$ cat src/rtl/cla_pkg.sv
package cla_pkg;

  // Strobes passed from the control unit to the output stage
  typedef struct packed {
    logic capture;  // load the register with the new result
    logic bypass;   // drive the combinational result straight out
  } claStrobe_t;

  localparam int unsigned SLICE_BITS = 4;

endpackage

$ cat src/rtl/cla_carry4.sv
// Flattened 4-bit lookahead carry unit: every carry is a two-level SOP.
module cla_carry4 (
  input  logic [3:0] gen,
  input  logic [3:0] prop,
  input  logic       cIn,
  output logic [4:1] carry
);

  always_comb begin
    carry[1] = gen[0] | (prop[0] & cIn);
    carry[2] = gen[1] | (prop[1] & gen[0]) | (prop[1] & prop[0] & cIn);
    carry[3] = gen[2] | (prop[2] & gen[1]) | (prop[2] & prop[1] & gen[0])
             | (prop[2] & prop[1] & prop[0] & cIn);
    carry[4] = gen[3] | (prop[3] & gen[2]) | (prop[3] & prop[2] & gen[1])
             | (prop[3] & prop[2] & prop[1] & gen[0])
             | (prop[3] & prop[2] & prop[1] & prop[0] & cIn);
  end

endmodule

$ cat src/rtl/cla_slice4.sv
// One 4-bit adder slice: per-bit terms, local carries, sums, slice G/P.
module cla_slice4 (
  input  logic [3:0] a,
  input  logic [3:0] b,
  input  logic       cIn,
  output logic [3:0] sum,
  output logic       sliceGen,
  output logic       sliceProp
);

  logic [3:0] bitGen;
  logic [3:0] bitProp;
  logic [4:1] localCarry;
  logic       unusedTopCarry;

  // per-bit generate and propagate; propagate reused for the sum
  assign bitGen  = a & b;
  assign bitProp = a ^ b;

  cla_carry4 u_carry (
    .gen   (bitGen),
    .prop  (bitProp),
    .cIn   (cIn),
    .carry (localCarry)
  );

  // The slice's own carry-out comes from the level above
  assign unusedTopCarry = localCarry[4];

  assign sum = bitProp ^ {localCarry[3:1], cIn};

  assign sliceGen  = bitGen[3] | (bitProp[3] & bitGen[2])
                   | (bitProp[3] & bitProp[2] & bitGen[1])
                   | (bitProp[3] & bitProp[2] & bitProp[1] & bitGen[0]);
  assign sliceProp = &bitProp;

endmodule

$ cat src/rtl/cla_lookahead.sv
// Second level: carry into every slice from slice G/P, four slices per unit.
module cla_lookahead #(
  parameter int unsigned NUM_SLICES = 4
) (
  input  logic [NUM_SLICES-1:0] sliceGen,
  input  logic [NUM_SLICES-1:0] sliceProp,
  input  logic                  cIn,
  output logic [NUM_SLICES:0]   sliceCarry
);

  localparam int unsigned NUM_UNITS = (NUM_SLICES + 3) / 4;
  localparam int unsigned PAD_SLICES = NUM_UNITS * 4;

  logic [PAD_SLICES-1:0] genPad;
  logic [PAD_SLICES-1:0] propPad;
  logic [PAD_SLICES:1]   carryPad;
  logic [NUM_UNITS:0]    unitCarry;
  logic                  unusedPadCarry;

  // Pad missing slices with kill (G=0, P=0); their carries are discarded
  always_comb begin
    genPad  = '0;
    propPad = '0;
    genPad[NUM_SLICES-1:0]  = sliceGen;
    propPad[NUM_SLICES-1:0] = sliceProp;
  end

  assign unitCarry[0] = cIn;

  for (genvar u = 0; u < NUM_UNITS; u++) begin : g_unit
    cla_carry4 u_carry (
      .gen   (genPad[4*u +: 4]),
      .prop  (propPad[4*u +: 4]),
      .cIn   (unitCarry[u]),
      .carry (carryPad[4*u+1 +: 4])
    );
    assign unitCarry[u+1] = carryPad[4*u+4];
  end

  assign unusedPadCarry = ^carryPad;
  assign sliceCarry = {carryPad[NUM_SLICES:1], cIn};

endmodule

$ cat src/rtl/cla_datapath.sv
// Datapath: slices plus second-level lookahead.
module cla_datapath #(
  parameter int unsigned WIDTH = 16
) (
  input  logic             clk,
  input  logic             rstN,
  input  logic [WIDTH-1:0] opA,
  input  logic [WIDTH-1:0] opB,
  input  logic             carryIn,
  output logic [WIDTH-1:0] sumComb,
  output logic             carryComb
);

  import cla_pkg::*;

  localparam int unsigned NUM_SLICES = WIDTH / SLICE_BITS;

  logic [NUM_SLICES-1:0] sliceGen;
  logic [NUM_SLICES-1:0] sliceProp;
  logic [NUM_SLICES:0]   sliceCarry;

  for (genvar s = 0; s < NUM_SLICES; s++) begin : g_slice
    cla_slice4 u_slice (
      .a         (opA[SLICE_BITS*s +: SLICE_BITS]),
      .b         (opB[SLICE_BITS*s +: SLICE_BITS]),
      .cIn       (sliceCarry[s]),
      .sum       (sumComb[SLICE_BITS*s +: SLICE_BITS]),
      .sliceGen  (sliceGen[s]),
      .sliceProp (sliceProp[s])
    );

    // a generating slice always produces a carry
    p_gen_forces_carry_r4 : assert property (@(posedge clk) disable iff (!rstN)
      sliceGen[s] |-> sliceCarry[s+1]);
    // a fully propagating slice passes its carry-in through
    p_prop_passes_carry_r5 : assert property (@(posedge clk) disable iff (!rstN)
      sliceProp[s] |-> (sliceCarry[s+1] == sliceCarry[s]));
    // generate and propagate are exclusive per slice
    p_gen_prop_excl_r6 : assert property (@(posedge clk) disable iff (!rstN)
      !(sliceGen[s] && sliceProp[s]));
  end

  cla_lookahead #(.NUM_SLICES(NUM_SLICES)) u_lookahead (
    .sliceGen   (sliceGen),
    .sliceProp  (sliceProp),
    .cIn        (carryIn),
    .sliceCarry (sliceCarry)
  );

  assign carryComb = sliceCarry[NUM_SLICES];

endmodule

$ cat src/rtl/cla_ctrl.sv
// Control: decides how the output stage behaves.
module cla_ctrl #(
  parameter bit OUT_REG = 1'b1
) (
  input  logic                 rstN,
  output cla_pkg::claStrobe_t  strobe
);

  always_comb begin
    strobe.bypass  = !OUT_REG;
    strobe.capture = OUT_REG && rstN;
  end

endmodule

$ cat src/rtl/cla_adder_top.sv
module cla_adder_top #(
  parameter int unsigned WIDTH   = 16,
  parameter bit          OUT_REG = 1'b1
) (
  input  logic             clk,
  input  logic             rstN,
  input  logic [WIDTH-1:0] opA,
  input  logic [WIDTH-1:0] opB,
  input  logic             carryIn,
  output logic [WIDTH-1:0] sumOut,
  output logic             carryOut
);

  import cla_pkg::*;

  // the width must split into whole 4-bit slices
  if ((WIDTH == 0) || (WIDTH % SLICE_BITS != 0)) begin : g_bad_width
    $error("cla_adder_top: WIDTH must be a positive multiple of 4");
  end

  logic [WIDTH-1:0] sumComb;
  logic             carryComb;
  claStrobe_t       strobe;

  cla_datapath #(.WIDTH(WIDTH)) u_datapath (
    .clk       (clk),
    .rstN      (rstN),
    .opA       (opA),
    .opB       (opB),
    .carryIn   (carryIn),
    .sumComb   (sumComb),
    .carryComb (carryComb)
  );

  cla_ctrl #(.OUT_REG(OUT_REG)) u_ctrl (
    .rstN   (rstN),
    .strobe (strobe)
  );

  if (OUT_REG) begin : g_reg
    logic [WIDTH-1:0] sumQ;
    logic             carryQ;
    logic             unusedBypass;

    assign unusedBypass = strobe.bypass;

    always_ff @(posedge clk or negedge rstN) begin
      if (!rstN) begin
        sumQ   <= '0;
        carryQ <= 1'b0;
      end else if (strobe.capture) begin
        sumQ   <= sumComb;
        carryQ <= carryComb;
      end
    end

    assign sumOut   = sumQ;
    assign carryOut = carryQ;

    // registered result is the arithmetic sum of the prior operands
    p_sum_correct_r1 : assert property (@(posedge clk) disable iff (!rstN)
      1'b1 |=> ({carryOut, sumOut} ==
                ({1'b0, $past(opA)} + {1'b0, $past(opB)} + (WIDTH+1)'($past(carryIn)))));
    // zero operands yield the carry-in alone
    p_zero_operands_r9 : assert property (@(posedge clk) disable iff (!rstN)
      ((opA == '0) && (opB == '0)) |=> ((sumOut == WIDTH'($past(carryIn))) && !carryOut));
  end else begin : g_comb
    logic unusedStrobe;
    assign unusedStrobe = strobe.capture ^ strobe.bypass;
    assign sumOut   = sumComb;
    assign carryOut = carryComb;
  end

endmodule

$ cat config.mk
export PLATFORM = sky130hd
export DESIGN_NAME = cla_adder_top
export DESIGN_NICKNAME = d
export VERILOG_FILES = /design/src/rtl/cla_pkg.sv /design/src/rtl/cla_carry4.sv /design/src/rtl/cla_slice4.sv /design/src/rtl/cla_lookahead.sv /design/src/rtl/cla_datapath.sv /design/src/rtl/cla_ctrl.sv /design/src/rtl/cla_adder_top.sv
export SDC_FILE = /design/constraint.sdc
export NUM_CORES = 1
export LEC_CHECK = 0
export ABC_CLOCK_PERIOD_IN_PS = 1200
export BUFFER_PORTS_ARGS = -buffer_cell sky130_fd_sc_hd__buf_2
export CELL_PAD_IN_SITES_DETAIL_PLACEMENT = 0
export CELL_PAD_IN_SITES_GLOBAL_PLACEMENT = 1
export CORE_MARGIN = 4
export CORE_UTILIZATION = 40
export DETAILED_ROUTE_END_ITERATION = 8
export PLACE_DENSITY_LB_ADDON = 0.1
export SETUP_SLACK_MARGIN = 0.1
export SYNTH_ARGS = -nofsm -noshare
export SYNTH_HDL_FRONTEND = slang
export SYNTH_HIERARCHICAL = 1
export SYNTH_SLANG_ARGS = --single-unit
$ cat constraint.sdc
create_clock -name clk -period 1.2 [get_ports clk]
set_input_delay 0.24 -clock clk [delete_from_list [all_inputs] [get_ports clk]]
set_output_delay 0.24 -clock clk [all_outputs]
set_load 0.02 [all_outputs]
* After elaboration in Yosys (flattened, before gate mapping) *
Cells that the tools add are included.

word-level totals
  register bits after elaboration = 17
  bits in latches = 0
  RAM bits = 0
  ROM bits = 0
  output and inout bits = 17
  logic and storage cells = 136
  memories = 0

cells by class
  $add $sub $neg = 0
  $mul = 0
  div/mod/pow operators = 0
  magnitude comparators = 0
  eq/ne operators = 0
  shift operators = 0
  multiplexer cells = 0
  bitwise operators = 130
  reduce and logical (&&, ||, !) cells = 4

operator list
  cell              count
  $and 1x1->1       72
  $or 1x1->1        46
  $xor 4x4->4       8
  $and 4x4->4       4
  $reduce_and 4->1  4

* Depth between registers and ports, before layout *
  depth after elaboration = 12
  gate-level depth with buffers = 11

* By module *
The synthesis kept the hierarchy.

modules (own cells, without submodules)
  module         instances  cells each  area an instance (sq um)  seq. area each (sq um)
  cla_adder_top  1          36          685.7                     425.4
  cla_slice4     4          14          111.4                     0.0
  cla_carry4     5          5           38.8                      0.0
  cla_ctrl       1          3           18.8                      0.0
  cla_lookahead  1          1           7.5                       0.0

* Worst setup path after synthesis *
No wires, ideal clock.

  path kind = input to register
  start = in opA[3]
  end = reg g_reg.sumQ[15], in the netlist sumOut[15]
  library setup time = 0.125 ns
  arrival time = 2.303 ns
  required time = 1.075 ns
  slack = -1.228 ns
  stages on the path = 11
  path buffers = 0
  cells stage by stage = ha_1 a21oi_1 o21ai_1 a21o_1 a21o_1 a21o_1 a21o_1 a21o_1 a21o_1 xor2_1 mux2_2

on the way
  word-level cells in the longest chain between the ends = 11
  elaborated cells on any way between the ends = 19
  those cells by class = bitwise: 18; reduce/logical: 1

ends and longest elaborated chain
  item                                                         line                                RTL
  from (decl)                                                  cla_adder_top.sv:7                  input logic [WIDTH-1:0] opA,
  $xor 4x4->4                                                  cla_slice4.sv:18                    assign bitProp = a ^ b;
  $and 1x1->1                                                  -
  $or 1x1->1, or another cell as far along                     cla_slice4.sv:32                    assign sliceGen = bitGen[3] | (bitProp[3] & bitGen[2])
  $or 1x1->1 / $and 1x1->1 (equally long branches)             cla_slice4.sv:33, cla_slice4.sv:34
  $or 1x1->1 *                                                 -
  named net u_datapath.sliceGen[0]                             cla_datapath.sv:18                  logic [NUM_SLICES-1:0] sliceGen;
  $and 1x1->1 *                                                cla_carry4.sv:12                    carry[3] = gen[2] | (prop[2] & gen[1]) | (prop[2] & prop[1] & gen[0])
  $or 1x1->1 *                                                 cla_carry4.sv:12
  $or 1x1->1 *                                                 cla_carry4.sv:13                    | (prop[2] & prop[1] & prop[0] & cIn);
  named net u_datapath.sliceCarry[3]                           cla_datapath.sv:20                  logic [NUM_SLICES:0] sliceCarry;
  $and 1x1->1 *                                                cla_carry4.sv:13
  $or 1x1->1 *                                                 cla_carry4.sv:13
  named net u_datapath.g_slice[3].u_slice.localCarry, one bit  cla_slice4.sv:13                    logic [4:1] localCarry;
  $xor 4x4->4 *                                                cla_slice4.sv:30                    assign sum = bitProp ^ {localCarry[3:1], cIn};
  named net sumComb[15]                                        cla_adder_top.sv:21                 logic [WIDTH-1:0] sumComb;
  to (signal assigned)                                         cla_adder_top.sv:52                 sumQ <= sumComb;
  to (decl)                                                    cla_adder_top.sv:41                 logic [WIDTH-1:0] sumQ;

The timed path passes the listed nets; every way through them passes the cells marked *.
A chain may end at the register's enable or synchronous reset.

* Worst setup path in the final report *
  start = in opA[1]
  end = reg g_reg.sumQ[15], in the netlist sumOut[15]

on the way
  word-level cells in the longest chain between the ends = 10
  elaborated cells on any way between the ends = 16
  those cells by class = bitwise: 15; reduce/logical: 1

ends and longest elaborated chain
  item                                                         line                 RTL
  $xor 4x4->4                                                  cla_slice4.sv:18
  named net u_datapath.g_slice[0].u_slice.bitProp[1]           cla_slice4.sv:12     logic [3:0] bitProp;
  $and 1x1->1                                                  -
  $and 1x1->1                                                  cla_slice4.sv:34     | (bitProp[3] & bitProp[2] & bitProp[1] & bitGen[0]);
  $or 1x1->1                                                   -
  named net u_datapath.sliceGen[0]                             cla_datapath.sv:18
  $and 1x1->1                                                  cla_carry4.sv:12
  $or 1x1->1                                                   cla_carry4.sv:12
  $or 1x1->1                                                   cla_carry4.sv:13
  named net u_datapath.sliceCarry[3]                           cla_datapath.sv:20
  $and 1x1->1                                                  cla_carry4.sv:13
  $or 1x1->1                                                   cla_carry4.sv:13
  named net u_datapath.g_slice[3].u_slice.localCarry, one bit  cla_slice4.sv:13
  $xor 4x4->4                                                  cla_slice4.sv:30
  named net sumComb[15]                                        cla_adder_top.sv:21

The timed path passes the listed nets, and every way through them passes these cells.

==> out/metrics.json <==
{
  "run_status": {
    "outcome": "complete, but fails checks",
    "violations": "setup timing"
  },
  "routing": {
    "wl_per_cell_um": 12.00,
    "dr.pass1.iters": 3,
    "detail_route.wirelength_mm": 3.169,
    "drt_drc_violations_left": 0,
    "vias": 1218,
    "post_drt_via_cell_ratio": 4.614,
    "antenna_violating_nets_post_route": 0,
    "detail_route.iter0.violations": 16
  },
  "worst_setup_path": {
    "critPathCaptureType": "register",
    "worstSetupPathType": "primary input to register",
    "rr_worst_depth": 2,
    "r2r_end": "sumOut[15]",
    "critical_path_peak_fanout": 3,
    "startpoint": "opA[1]",
    "crit_required_ps": 1390,
    "cp_data_arrival_time_ps": 2210,
    "setup.worst_path.start_class": "primary input",
    "r2r_start": "sumOut[15]",
    "critPathCapture": "sumOut[15]",
    "setup_slack_on_the_worst_flop_to_flop_path_ps": 270
  },
  "power": {
    "p_per_area_nw_per_um2": 1187,
    "internal_power_mw": 1.809,
    "leakage_nw": 1.260,
    "power_frac_comb": 0.577,
    "post-layout-total-power_mw": 2.692,
    "sequential_group_share_of_total_power": 0.310,
    "power.net_switching_uw": 882.9,
    "ir_drop_mv": 0.8022,
    "clock_power_share": 0.113,
    "power.share.switching": 0.3280
  },
  "final_layout": {
    "fin_cells": 264,
    "drive_gt1_frac": 0.6045,
    "final_core_util": 0.7426,
    "nFillCells": 253,
    "nNetsFinal": 272,
    "postLayoutCellArea_um2": 2267,
    "regArea_um2": 425.4,
    "area_growth_pct": 77.82,
    "num_antenna_cells": 0,
    "multiInputGateArea_um2": 887.1
  },
  "clock_network": {
    "cts_buffers": 3,
    "clock_tree.htree_level_count": 1,
    "root_buffer": "sky130_fd_sc_hd__clkbuf_4",
    "clk_path_buf_depth": 2,
    "cts_tree": "yes",
    "clkTransAtPathRegs_ps": 100,
    "clk_latency_ps": 290,
    "clock-sinks": 17
  },
  "placement": {
    "placedInstanceArea_um2": 1907,
    "dpl.hpwl_mm": 2.364,
    "post-place-cells": 240,
    "gp_congestion": 0.7361,
    "buffer_ports.inserted": 51
  },
  "timing": {
    "drv_slew": 0,
    "worst_hold_slack_ps": 145.8,
    "setup_viol": 15,
    "worst-slew-pin-transition_ps": 288.1,
    "final.setup_skew_ps": 0,
    "maxSlewHeadroom": 0.8073,
    "timing.final.ws_setup_ps": -820.8,
    "rsz0062_at_grt": "true",
    "timing_limited_maximum_frequency_mhz": 494.9,
    "period_minus_ws_final_ps": 2021,
    "final_cycle_share": 1.684,
    "timing_hold_violations_final": 0
  },
  "worst_hold_path": {
    "type_of_the_most_critical_hold_path": "primary input to asynchronous set/reset pin"
  },
  "job": {
    "maximum_capacitance_violations": 0
  },
  "floorplanning": {
    "placement_rows": 20,
    "pin_count": 52,
    "floorplan.core_area_um2": 3053,
    "dieArea_um2": 4154,
    "start_util": 0.4176,
    "die_w_um": 64.46,
    "chipHeight_um": 64.46
  },
  "global_routing": {
    "grt_pass1_wl_mm": 4.761,
    "first_global_vias": 1158,
    "grt.total_usage": 0.1452,
    "grt_overflow_total": 0,
    "grt_start_max_net_pins": 19,
    "grt_antenna_before_repair": 0
  },
  "yosys": {
    "yosysWarningCount": 6,
    "synth_area_per_cell_um2": 11.49,
    "total_standard_cell_area_after_synthesis_um2": 1275,
    "syn-instance-count": 111,
    "synth.net_count": 162
  }
}
## cells in the final DEF, fill, tap and decap left out
| master | count |
|---|---|
| sky130_fd_sc_hd__buf_4 | 47 |
| sky130_fd_sc_hd__buf_2 | 31 |
| sky130_fd_sc_hd__buf_6 | 26 |
| sky130_fd_sc_hd__dfrtp_1 | 17 |
| sky130_fd_sc_hd__a21o_1 | 16 |
| sky130_fd_sc_hd__mux2_4 | 15 |
| sky130_fd_sc_hd__xor2_1 | 15 |
| sky130_fd_sc_hd__ha_1 | 12 |
| sky130_fd_sc_hd__nand2_1 | 8 |
| sky130_fd_sc_hd__a21oi_1 | 6 |
| sky130_fd_sc_hd__o21ai_1 | 4 |
| sky130_fd_sc_hd__nor2_1 | 4 |
| sky130_fd_sc_hd__ha_4 | 4 |
| sky130_fd_sc_hd__clkbuf_4 | 3 |
| sky130_fd_sc_hd__mux2_2 | 2 |
| sky130_fd_sc_hd__dlygate4sd3_1 | 2 |
| sky130_fd_sc_hd__buf_12 | 2 |
| sky130_fd_sc_hd__a21oi_2 | 2 |
| sky130_fd_sc_hd__clkbuf_1 | 1 |
| sky130_fd_sc_hd__dlymetal6s2s_1 | 1 |
| sky130_fd_sc_hd__xor2_2 | 1 |
| sky130_fd_sc_hd__a31o_1 | 1 |
## how the worst min path moves through the flow
stage / to / depth (start not counted)
2_1_floorplan: carryOut / 0
3_3_place_gp: sumOut[2] / 1
3_5_place_dp: sumOut[2] / 1
4_1_cts: sumOut[2] / 2
5_1_grt: sumOut[1] / 3
6_report: sumOut[1] / 3
## state kept, by name (all words and copies together) (netlist names)
name	cells
carryOut	1
sumOut	16
## critical path, cell delays in order
cell and delay, ps:
sky130_fd_sc_hd__buf_6 100, sky130_fd_sc_hd__ha_4 240, sky130_fd_sc_hd__a21oi_2 100, sky130_fd_sc_hd__o21ai_1 70, sky130_fd_sc_hd__a21o_1 180, sky130_fd_sc_hd__a21o_1 180
sky130_fd_sc_hd__a21o_1 170, sky130_fd_sc_hd__a21o_1 170, sky130_fd_sc_hd__a21o_1 180, sky130_fd_sc_hd__a21o_1 170, sky130_fd_sc_hd__xor2_1 140, sky130_fd_sc_hd__mux2_4 260
## what timing repair did
action | in CTS | in global routing
endpoints found under the setup margin | 19 | 34
gates cloned | 0 | 0
endpoints found under the hold margin | 10 | 2
setup buffers | 6 | 12
hold buffers | 2 | 1
resized for setup | 14 | 37
pin swaps | 8 | 4
## power by group through the flow
stage / clock [mW] / combinational (mW) / sequential [mW]
6_report: 0.304 / 1.55 / 0.833
5_1_grt: 0.340 / 1.67 / 0.853
4_1_cts: 0.317 / 1.28 / 0.804
3_5_place_dp: 0 / 1.16 / 0.810
3_3_place_gp: 0 / 1.13 / 0.801
2_1_floorplan: 0 / 0.502 / 0.988
## area by class of cell
| class | instances | area share |
|---|---|---|
| flip-flops and latches | 17 | 0.1876 |
| repair buffers | 109 | 0.3852 |
| clock buffers | 4 | 0.01159 |
| multi-input cells | 90 | 0.3913 |
| well taps | 44 | 0.02428 |
## metal layers
metal / vias up / share of wire / global-route usage
met5: - / 0 / 0
met4: 0 / 0.0054 / 0.03166
met3: 4 / 0.061 / 0.04679
met2: 29 / 0.56 / 0.2745
met1: 571 / 0.38 / 0.1559
li1: 614 / - / -
## stage by stage
step                setup slack [ps]  setup TNS [ps]
finish                        -820.8           -8103
CTS                           -819.6           -8023
floorplan                     -985.3           -7806
global placement               -1101          -12150
global route                  -909.9           -8979
detailed placement             -1170          -12550
Power figures use the tool's default switching activity.
